===== config.mk =====
export PLATFORM = sky130hd
export DESIGN_NAME = upd_ivl_counter
export DESIGN_NICKNAME = d
export VERILOG_FILES = /design/src/rtl/upd_ivl_pkg.sv /design/src/rtl/upd_ivl_edge.sv /design/src/rtl/upd_ivl_select.sv /design/src/rtl/upd_ivl_core.sv /design/src/rtl/upd_ivl_counter.sv
export SDC_FILE = /design/constraint.sdc
export NUM_CORES = 1
export LEC_CHECK = 0
export BUFFER_PORTS_ARGS = -buffer_cell sky130_fd_sc_hd__buf_2
export CAP_MARGIN = 40
export CORE_UTILIZATION = 48
export DETAILED_ROUTE_END_ITERATION = 8
export PLACE_DENSITY = 0.67
export SLEW_MARGIN = 10
export SYNTH_ARGS = -nofsm -noshare
export SYNTH_HDL_FRONTEND = slang
export SYNTH_HIERARCHICAL = 1
export SYNTH_SLANG_ARGS = --single-unit

===== constraint.sdc =====
create_clock -name clk -period 2 [get_ports clk]
set_input_delay 0.1 -clock clk [delete_from_list [all_inputs] [get_ports clk]]
set_output_delay 0.1 -clock clk [all_outputs]
set_load 0.1 [all_outputs]

===== src/rtl/upd_ivl_pkg.sv =====
package upd_ivl_pkg;

  typedef enum logic [2:0] {
    SEL_FIXED     = 3'd0,
    SEL_ALT_STOP  = 3'd1,
    SEL_TOG_STOP  = 3'd2,
    SEL_ALT_BC    = 3'd3,
    SEL_TOG_BC    = 3'd4,
    SEL_ONCE_BC   = 3'd5,
    SEL_ONCE_STOP = 3'd6,
    SEL_ONCE_TC   = 3'd7
  } sel_mode_e;

  typedef enum logic [1:0] {
    ST_IDLE = 2'd0,
    ST_WAIT = 2'd1,
    ST_RUN  = 2'd2
  } run_state_e;

endpackage


===== src/rtl/upd_ivl_edge.sv =====
module upd_ivl_edge #(
  parameter int SYNC_STAGES = 1
) (
  input  logic clk,
  input  logic rst_n,
  input  logic src_in,
  input  logic src_falling,
  output logic edge_o
);

  logic [SYNC_STAGES-1:0] sync_q;
  logic                   prev_q;
  logic                   cur;

  generate
    if (SYNC_STAGES == 1) begin : g_single
      always_ff @(posedge clk) begin
        if (!rst_n) sync_q <= '0;
        else        sync_q <= src_in;
      end
    end else begin : g_chain
      always_ff @(posedge clk) begin
        if (!rst_n) sync_q <= '0;
        else        sync_q <= {sync_q[SYNC_STAGES-2:0], src_in};
      end
    end
  endgenerate

  assign cur = sync_q[SYNC_STAGES-1];

  always_ff @(posedge clk) begin
    if (!rst_n) prev_q <= 1'b0;
    else        prev_q <= cur;
  end

  assign edge_o = src_falling ? (prev_q & ~cur) : (~prev_q & cur);

  // an edge of one polarity cannot repeat on the next cycle
  assert_edge_gap_R3: assert property (@(posedge clk) disable iff (!rst_n)
    edge_o |=> (!edge_o || (src_falling != $past(src_falling))));

  // the level left after a counted edge matches the chosen direction
  assert_edge_dir_R3: assert property (@(posedge clk) disable iff (!rst_n)
    edge_o |=> (prev_q == !$past(src_falling)));

endmodule


===== src/rtl/upd_ivl_select.sv =====
module upd_ivl_select
  import upd_ivl_pkg::*;
(
  input  logic       clk,
  input  logic       rst_n,
  input  logic [2:0] mode_raw,
  input  logic       stop_evt,
  input  logic       bctc_evt,
  input  logic       tc_evt,
  input  logic       tc_reload,
  input  logic       trig_ld,
  input  logic       switch_req,
  output logic       sel_sec
);

  sel_mode_e mode;
  logic      sel_q, sel_d;
  logic      pend_q, pend_d;

  assign mode = sel_mode_e'(mode_raw);

  always_comb begin
    sel_d  = sel_q;
    pend_d = pend_q | switch_req;
    case (mode)
      SEL_ALT_STOP: begin
        if (stop_evt)                sel_d = 1'b1;
        else if (trig_ld)            sel_d = 1'b0;
        else if (tc_reload && sel_q) sel_d = 1'b0;
      end
      SEL_ALT_BC: begin
        if (bctc_evt)                sel_d = 1'b1;
        else if (trig_ld)            sel_d = 1'b0;
        else if (tc_reload && sel_q) sel_d = 1'b0;
      end
      SEL_TOG_STOP: if (stop_evt) sel_d = ~sel_q;
      SEL_TOG_BC:   if (bctc_evt) sel_d = ~sel_q;
      SEL_ONCE_BC: begin
        if (pend_q && bctc_evt) begin
          sel_d  = ~sel_q;
          pend_d = switch_req;
        end
      end
      SEL_ONCE_STOP: begin
        if (pend_q && stop_evt) begin
          sel_d  = ~sel_q;
          pend_d = switch_req;
        end
      end
      SEL_ONCE_TC: begin
        if (pend_q && tc_evt) begin
          sel_d  = ~sel_q;
          pend_d = switch_req;
        end
      end
      default: sel_d = sel_q;
    endcase
  end

  always_ff @(posedge clk) begin
    if (!rst_n) begin
      sel_q  <= 1'b0;
      pend_q <= 1'b0;
    end else begin
      sel_q  <= sel_d;
      pend_q <= pend_d;
    end
  end

  assign sel_sec = sel_q;

  // the fixed policy never moves the selection
  assert_fixed_hold_R7: assert property (@(posedge clk) disable iff (!rst_n)
    (mode == SEL_FIXED) |=> $stable(sel_q));

  // every stop toggles under the toggle-on-stop policy
  assert_tog_stop_R10: assert property (@(posedge clk) disable iff (!rst_n)
    (mode == SEL_TOG_STOP && stop_evt) |=> (sel_q != $past(sel_q)));

  // one secondary reload, then back to primary
  assert_alt_return_R8: assert property (@(posedge clk) disable iff (!rst_n)
    (mode == SEL_ALT_STOP && tc_reload && sel_q && !stop_evt) |=> !sel_q);

  // a consumed one-shot request is cleared
  assert_once_clear_R11: assert property (@(posedge clk) disable iff (!rst_n)
    (mode == SEL_ONCE_STOP && pend_q && stop_evt && !switch_req) |=> !pend_q);

endmodule


===== src/rtl/upd_ivl_core.sv =====
module upd_ivl_core #(
  parameter int CNT_W = 24
) (
  input  logic             clk,
  input  logic             rst_n,
  input  logic             cnt_en,
  input  logic             force_ld,
  input  logic [CNT_W-1:0] force_val,
  input  logic [CNT_W-1:0] rld_val,
  output logic             tc_o,
  output logic [CNT_W-1:0] cnt_o
);

  localparam logic [CNT_W-1:0] STEP = CNT_W'(1);

  logic [CNT_W-1:0] cnt_q;
  logic             zero;

  assign zero = (cnt_q == '0);
  assign tc_o = cnt_en & zero;

  always_ff @(posedge clk) begin
    if (!rst_n)       cnt_q <= '0;
    else if (force_ld) cnt_q <= force_val;
    else if (cnt_en)  cnt_q <= zero ? rld_val : (cnt_q - STEP);
  end

  assign cnt_o = cnt_q;

  // terminal count lasts one cycle
  assert_tc_single_R4: assert property (@(posedge clk) disable iff (!rst_n)
    tc_o |=> !tc_o);

  // a non-zero count steps down by one per enabled edge
  assert_step_down_R4: assert property (@(posedge clk) disable iff (!rst_n)
    (cnt_en && !zero && !force_ld) |=> (cnt_q == $past(cnt_q) - STEP));

  // terminal count reloads from the selected value at once
  assert_reload_R5: assert property (@(posedge clk) disable iff (!rst_n)
    (tc_o && !force_ld) |=> (cnt_q == $past(rld_val)));

endmodule


===== src/rtl/upd_ivl_counter.sv =====
module upd_ivl_counter
  import upd_ivl_pkg::*;
#(
  parameter int CNT_W       = 24,
  parameter int SYNC_STAGES = 1
) (
  input  logic             clk,
  input  logic             rst_n,
  input  logic             src_in,
  input  logic             src_falling,
  input  logic             arm,
  input  logic             disarm,
  input  logic             load_cmd,
  input  logic             trigger,
  input  logic             stop_evt,
  input  logic             bctc_evt,
  input  logic [2:0]       sel_mode,
  input  logic             switch_req,
  input  logic             pri_wr,
  input  logic             sec_wr,
  input  logic [CNT_W-1:0] wr_data,
  output logic             tc,
  output logic [CNT_W-1:0] count
);

  run_state_e       st_q;
  logic [CNT_W-1:0] pri_q, sec_q;
  logic [CNT_W-1:0] sel_val, force_val;
  logic             sel_sec;
  logic             src_edge, cnt_en;
  logic             alt_mode, trig_ld, idle_ld, force_ld;

  // load value registers
  always_ff @(posedge clk) begin
    if (!rst_n) begin
      pri_q <= '0;
      sec_q <= '0;
    end else begin
      if (pri_wr) pri_q <= wr_data;
      if (sec_wr) sec_q <= wr_data;
    end
  end

  // arm / trigger state
  always_ff @(posedge clk) begin
    if (!rst_n)      st_q <= ST_IDLE;
    else if (disarm) st_q <= ST_IDLE;
    else begin
      case (st_q)
        ST_IDLE: if (arm)     st_q <= ST_WAIT;
        ST_WAIT: if (trigger) st_q <= ST_RUN;
        default:              st_q <= ST_RUN;
      endcase
    end
  end

  assign alt_mode  = (sel_mode == SEL_ALT_STOP) || (sel_mode == SEL_ALT_BC);
  assign trig_ld   = trigger & ~disarm & (st_q != ST_IDLE) & alt_mode;
  assign idle_ld   = load_cmd & (st_q == ST_IDLE);
  assign force_ld  = idle_ld | trig_ld;
  assign sel_val   = sel_sec ? sec_q : pri_q;
  assign force_val = trig_ld ? sec_q : sel_val;
  assign cnt_en    = src_edge & (st_q == ST_RUN);

  upd_ivl_edge #(.SYNC_STAGES(SYNC_STAGES)) u_edge (
    .clk         (clk),
    .rst_n       (rst_n),
    .src_in      (src_in),
    .src_falling (src_falling),
    .edge_o      (src_edge)
  );

  upd_ivl_select u_select (
    .clk        (clk),
    .rst_n      (rst_n),
    .mode_raw   (sel_mode),
    .stop_evt   (stop_evt),
    .bctc_evt   (bctc_evt),
    .tc_evt     (tc),
    .tc_reload  (tc & ~trig_ld),
    .trig_ld    (trig_ld),
    .switch_req (switch_req),
    .sel_sec    (sel_sec)
  );

  upd_ivl_core #(.CNT_W(CNT_W)) u_core (
    .clk       (clk),
    .rst_n     (rst_n),
    .cnt_en    (cnt_en),
    .force_ld  (force_ld),
    .force_val (force_val),
    .rld_val   (sel_val),
    .tc_o      (tc),
    .cnt_o     (count)
  );

  // disarm always lands in the disarmed state
  assert_disarm_R6: assert property (@(posedge clk) disable iff (!rst_n)
    disarm |=> (st_q == ST_IDLE));

  // nothing but a load moves the count while disarmed
  assert_idle_hold_R6: assert property (@(posedge clk) disable iff (!rst_n)
    (st_q == ST_IDLE && !load_cmd) |=> $stable(count));

  // a disarmed load copies the value selected in that cycle
  assert_idle_load_R2: assert property (@(posedge clk) disable iff (!rst_n)
    (st_q == ST_IDLE && load_cmd) |=> (count == $past(sel_sec ? sec_q : pri_q)));

endmodule


==> flow_summary.ini, run 1 <==
[outcome]
status = complete, but fails checks
failed_checks = setup timing

[clock_network]
cts_tree = done
clkTransAtPathRegs_ns = 0.09
cts_root_buffer = clkbuf_8
cts_buffers = 9
htree_levels = 3
cts.sinks = 78
clk_path_buf_depth = 2
insertion_delay_ns = 0.35

[floorplan]
die_h_um = 101
start_util_pct = 50.3
die_width_um = 101
num_rows = 35
num_io_pins = 65
core_mm2 = 0.00942
die_area_mm2 = 0.0103

[worst_setup_path]
path_max_fanout = 5
critPathSlowestCell = dfxtp_4
criticalPathCategory = register to register
path_cells = nor4_4 > nand2_2 > buf_4 > nor4_4 > buf_4 > and2_1 > nor3b_1 > o311ai_1 > mux2i_1
critPathLaunchType = register
worst_ep_required_time_ns = 2.24
end_kind = register
cp.arrival_ns = 2.26
crit_path_max_incr_delay_ns = 0.37
reg2regPathDepth = 9

[detailed_routing]
wl_per_cell_um = 18.7
drtPass1Iterations = 5
drtIter0Drc = 296
drc = 0
vias = 4289
ant_nets = 0
vias_per_cell = 5.82
wl_um = 13800

[cells_and_area]
syn2layout_area_growth_pct = 25.9
drive_above_1_share_pct = 40.3
num_antenna_cells = 0
nNetsFinal = 645
layout_commonest_cell = buf_2
final_cell_mix = buf_2, dfxtp_1, mux2i_1

[grt]
grt_pass1_wl_um = 21600
grtUsageTotal_pct = 27.4
grt_max_degree = 44
first_global_vias = 4056
grt_overflow = 0
antenna_found_initial = 0

[timing]
slew_headroom_pct = 45.7
fin_crit_ns = 2.02
fin_crit_sh_pct = 101
final-max-slew-violation-count = 0
fmax_mhz = 495
tns_ns = -0.0295
rsz0062_at_grt = true
finalHoldViolCount = 0
tightest_slew_ns = 0.814
setup_ws_ns = -0.0205
setup_violations = 3
hold_ws_ns = 0.0174
finClkSkew_ns = 0.00902

[yosys]
syn-instance-count = 504
synth_seq_area_share_pct = 33.0
synth-seq-cells = 78
synth_top_cell_area_share_pct = 33.0
synthArstFlopShare_pct = 0
synthTopCellsByArea = dfxtp_1, mux2i_1, mux2_2
yosys_warnings = 6
yosys.area.top_type = dfxtp_1
syn_nets = 546
synth_edf_count = 0
syn_area_mm2 = 0.00473
syn_avg_cell_area_um2 = 9.39
synth-main-ff-cell = dfxtp_1
yosysUniqueCellTypes = 63

[power_and_ir_drop]
vdd_ir_drop_max_mv = 0.466
power_mw = 4.48
p_leak_nw = 2.62
power_density_mw_per_mm2 = 751

[placement]
port_buffers = 64
place_ws_ns = -0.0235
gp_congestion = 0.977
dp_hpwl_um = 9490

[hold_path]
whs_path_depth = 3
hold_path.class = input pin to register

[flow_run]
drv_cap = 0
==> sequential cells by signal, summed over array words and instances (netlist names) <==
signal	count
pri_q	24
sec_q	24
st_q	2
u_core/cnt_o	24
u_edge/cur	1
u_edge/prev_q	1
u_select/pend_q	1
u_select/sel_sec	1
==> critical path, delay by kind of cell, from the launching register on <==
kind            cells  cell delay (ns)
simple gates        5             0.87
buf+inv             2             0.33
mux                 1             0.11
compound gates      1             0.24
flops               1             0.37
==> synth_stat cells, types with 4 or more instances <==
master	instances
mux2_4	17
nand3_1	15
nand2_1	22
a21o_1	4
a31oi_1	13
mux2_2	33
o21ai_0	20
clkbuf_1	19
buf_6	4
nor4_1	7
buf_2	8
o211ai_1	7
nand4_1	9
inv_1	8
nor2_1	25
o31ai_1	6
xor2_1	6
nand2b_1	4
nor2b_1	49
o311ai_1	4
mux2i_1	52
or3_1	8
nor3_1	9
dfxtp_1	78
a21oi_1	17
==> routing by layer <==
layer,part of all wire [%],routed length [um],track usage [%],vias to the layer above
met5,0,0,0,-
met1,47,6500,38.5,2020
met3,7.8,1080,6.35,23
li1,-,-,-,2046
met4,1.5,210,7.02,0
met2,44,6030,42.3,200
==> report_power, final <==
group / total, mW / internal [mW] / switching [mW] / leakage [nW]
clock network: 1.33 / 0.686 / 0.643 / 0.118
logic: 1.40 / 0.593 / 0.811 / 1.85
registers: 1.74 / 1.65 / 0.0940 / 0.656
==> cell type report <==
class                      instances  area, um2
fill                             796       3450
multi-input combinational        384       3090
clock inverter                     4       31.3
clock buffer                      12        199
sequential                        78       1620
timing repair buffer             121        817
tap                              129        161
inverter                           9       41.3
==> repair_timing <==
item                                    in CTS  in global routing
pin swaps                                    4                  6
endpoints found under the setup margin       7                 23
cloned                                       0                  1
hold buffers                                 2                  0
gates resized for setup                      1                 18
setup buffers                                5                  1
endpoints found under the hold margin        2                  0
==> path summary, 6_finish.rpt <==
| kind | start | end | slack, ns |
|---|---|---|---|
| worst max register to register | u_core/cnt_o[19]$_SDFFE_PN0P_ | u_select/sel_sec$_SDFFE_PN0P_ | -0.02 |
| worst min register to register | pri_q[2]$_SDFFE_PN0P_ | pri_q[2]$_SDFFE_PN0P_ | 0.52 |
| worst max-delay path | u_core/cnt_o[19]$_SDFFE_PN0P_ | u_select/sel_sec$_SDFFE_PN0P_ | -0.02 |
| worst min-delay path | wr_data[10] | sec_q[10]$_SDFFE_PN0P_ | 0.02 |
==> per-stage QoR <==
step / std cells / util (%) / instance area (um2)
3_5_place_dp: 712 / 59.3 / 5590
5_1_grt: 737 / 63.3 / 5960
2_1_floorplan: 504 / - / 4890
4_1_cts: 735 / 62.4 / 5870
6_report: 737 / 63.3 / 5960
3_3_place_gp: 712 / 59.3 / 5590
==> kinds of logic after synthesis <==
logic type	Yosys count	synth area share, %
buffers and inverters	43	4.70
XOR/XNOR	9	1.66
flip-flops	78	33.0
multiplexers	102	24.2
adder cells (fa/ha/maj)	2	0.528
AO/OA/AOI/OAI	90	13.0
AND/OR/NAND/NOR	180	22.9
Power figures use the tool's default switching activity.
==> inputs of run 2 (changes only) <==
--- a/config.mk
+++ b/config.mk
@@ -7,9 +7,11 @@
 export LEC_CHECK = 0
 export BUFFER_PORTS_ARGS = -buffer_cell sky130_fd_sc_hd__buf_2
 export CAP_MARGIN = 40
+export CORE_ASPECT_RATIO = 0.7
 export CORE_UTILIZATION = 48
 export DETAILED_ROUTE_END_ITERATION = 8
 export PLACE_DENSITY = 0.67
+export SETUP_SLACK_MARGIN = 0.02
 export SLEW_MARGIN = 10
 export SYNTH_ARGS = -nofsm -noshare
 export SYNTH_HDL_FRONTEND = slang
==> run 2 against run 1 <==
Net effect: combinational power is 6% higher; largest power group unchanged; clock power is 23% higher; register-to-register slack worse by 0.19 ns; highest routed layer unchanged; the run still ends with setup timing left; via count is 4.0% higher; count of clock-buffer cells in the layout is 3 lower; clock skew is 0.00087 ns lower; critical path depth is 1 lower; setup slack worse by 0.19 ns; largest cell class unchanged.
==> flow_summary.ini, run 2 (synthesis results as in run 1) <==
[outcome]
status = complete, but fails checks
failed_checks = setup timing

[detailed_routing]
vias = 4461
routed-wl-met3_um = 1330
wl_per_cell_um = 19.8
wl_met2_um = 6280
drtIter0Drc = 470
vias_per_cell = 6.00
met1_length_um = 6860
wl_um = 14700
routed.top_layer = met4
ant_nets = 0
drc = 0
drtPass1Iterations = 5

[worst_setup_path]
critPathLaunchType = register
path_delay_family = simple AND/OR/NAND/NOR gates
crit_path_max_incr_delay_ns = 0.58
critPathSlowestCell = or4_4
r2r_setup_slack_ns = -0.21
end_kind = register
path_max_fanout = 5
path_cells = inv_4 > ha_4 > buf_6 > nor4b_4 > nand4_4 > or4_4 > o31a_1 > a21boi_1
cp.arrival_ns = 2.44
crit_cells = 8
crit_buf_inv = 2
reg2regPathDepth = 8
worst_ep_required_time_ns = 2.24
criticalPathCategory = register to register
r2r-end = u_core/cnt_o[2]$_SDFFE_PN0P_
rr_startpoint = u_core/cnt_o[1]$_SDFFE_PN0P_

[floorplan]
core_mm2 = 0.00933
num_io_pins = 65
num_rows = 29
die_h_um = 85.1
die_area_mm2 = 0.0103
die_width_um = 121
start_util_pct = 50.8

[hold_path]
min_to = pri_q[13]$_SDFFE_PN0P_
hold_path.class = input pin to register
whs_path_depth = 3
hp-start = wr_data[13]

[grt]
grt_overflow = 0
first_global_vias = 4172
antenna_found_initial = 0
grt_max_degree = 25
grtUsageTotal_pct = 28.4
grt_pass1_wl_um = 22300

[timing]
final-max-slew-violation-count = 0
setup_ws_ns = -0.206
tightest_slew_ns = 0.802
rsz0062_at_grt = true
slew_headroom_pct = 46.5
fmax_mhz = 453
fin_crit_sh_pct = 110
finClkSkew_ns = 0.00815
finalHoldViolCount = 0
fin_crit_ns = 2.21
setup_violations = 23

[clock_network]
cts.sinks = 78
clkTransAtPathRegs_ns = 0.07
clk_path_buf_depth = 2
cts_root_buffer = clkbuf_16
htree_levels = 3
insertion_delay_ns = 0.36
cts_buffers = 9
cts_tree = done

[power_and_ir_drop]
swShare_pct = 35.4
power_mw = 4.88
pwr-share-seq_pct = 36.3
vdd_ir_drop_max_mv = 0.595
p_sw_mw = 1.73
internal_power_mw = 3.16
p_leak_nw = 2.74
comb_power_share_pct = 30.2
power_density_mw_per_mm2 = 782
pwr-share-clk_pct = 33.5

[cells_and_area]
syn2layout_area_growth_pct = 32.0
final_cell_count_no_fill = 744
num_antenna_cells = 0
layout_commonest_cell = buf_2
stdcell_area_mm2 = 0.00625
fill_cells = 723
nNetsFinal = 657
drive_above_1_share_pct = 43.9
final_cell_mix = buf_2, buf_4, dfxtp_1

[placement]
dp_hpwl_um = 9820
port_buffers = 64
placed_area_mm2 = 0.00555
gp_congestion = 0.940
place_inst = 703

[flow_run]
drv_cap = 0
## run 2: cell count changes in the layout (fill, tap and decap cells not counted), moves of 3 or more
cell       before  now
clkbuf_8        9    0
clkbuf_16       3    9
o31ai_1         5    2
o31ai_4         0    3
buf_4          49   59
## run 2: worst min-delay path, stage by stage
cell and delay (ns):
buf_2 0.09, mux2i_1 0.06, nor2b_1 0.09
## run 2: what timing repair did
item	CTS	global route
gates resized for setup	8	41
setup endpoints to repair	7	26
setup buffers	8	13
gates cloned	0	2
pin swaps	5	18
hold buffers	2	0
endpoints found under the hold margin	2	0
## run 2: area by class of cell
cell class                 instances  area, um2  share of cell area, %
timing repair buffer             132        903                   14.5
clock buffer                       9        225                   3.60
sequential                        78       1620                   26.0
tap                              124        155                   2.48
clock inverter                     7       63.8                   1.02
inverter                           9       42.5                  0.681
multi-input combinational        385       3240                   51.8
## run 2: metal layers
| layer | track usage [%] | up-vias |
|---|---|---|
| li1 | - | 2084 |
| met1 | 39.6 | 2137 |
| met2 | 42.3 | 209 |
| met3 | 8.40 | 31 |
| met4 | 8.08 | 0 |
| met5 | 0 | - |
## run 2: through the flow
stage          utilization (%)  setup WS (ns)  hold slack [ns]  setup TNS [ns]
2_1_floorplan                -         -0.921            0.207           -2.30
3_3_place_gp              59.5        0.00173            0.307               0
3_5_place_dp              59.5        -0.0910            0.311          -0.162
4_1_cts                   63.9         -0.131           0.0125          -0.559
5_1_grt                   67.0         -0.286           0.0178           -5.09
6_report                  67.0         -0.206           0.0144           -3.29
## run 2: power by group through the flow
stage          registers [mW]  clock network [mW]  logic (mW)
3_3_place_gp             1.79                   0        1.26
6_report                 1.77                1.64        1.48
4_1_cts                  1.76                1.66        1.31
5_1_grt                  1.79                1.73        1.56
3_5_place_dp             1.80                   0        1.27
2_1_floorplan            2.00                   0       0.699
## run 2: worst max path at each step
stage	start	end	slack [ns]
after floorplan	u_core/cnt_o[5]$_SDFFE_PN0P_	u_select/sel_sec$_SDFFE_PN0P_	-0.92
after global placement	u_core/cnt_o[1]$_SDFFE_PN0P_	u_select/sel_sec$_SDFFE_PN0P_	0.002
after detailed placement	u_core/cnt_o[1]$_SDFFE_PN0P_	u_select/sel_sec$_SDFFE_PN0P_	-0.09
after CTS	u_core/cnt_o[5]$_SDFFE_PN0P_	tc	-0.13
after global routing	u_core/cnt_o[1]$_SDFFE_PN0P_	u_core/cnt_o[20]$_SDFFE_PN0P_	-0.29
final	u_core/cnt_o[1]$_SDFFE_PN0P_	u_core/cnt_o[2]$_SDFFE_PN0P_	-0.21
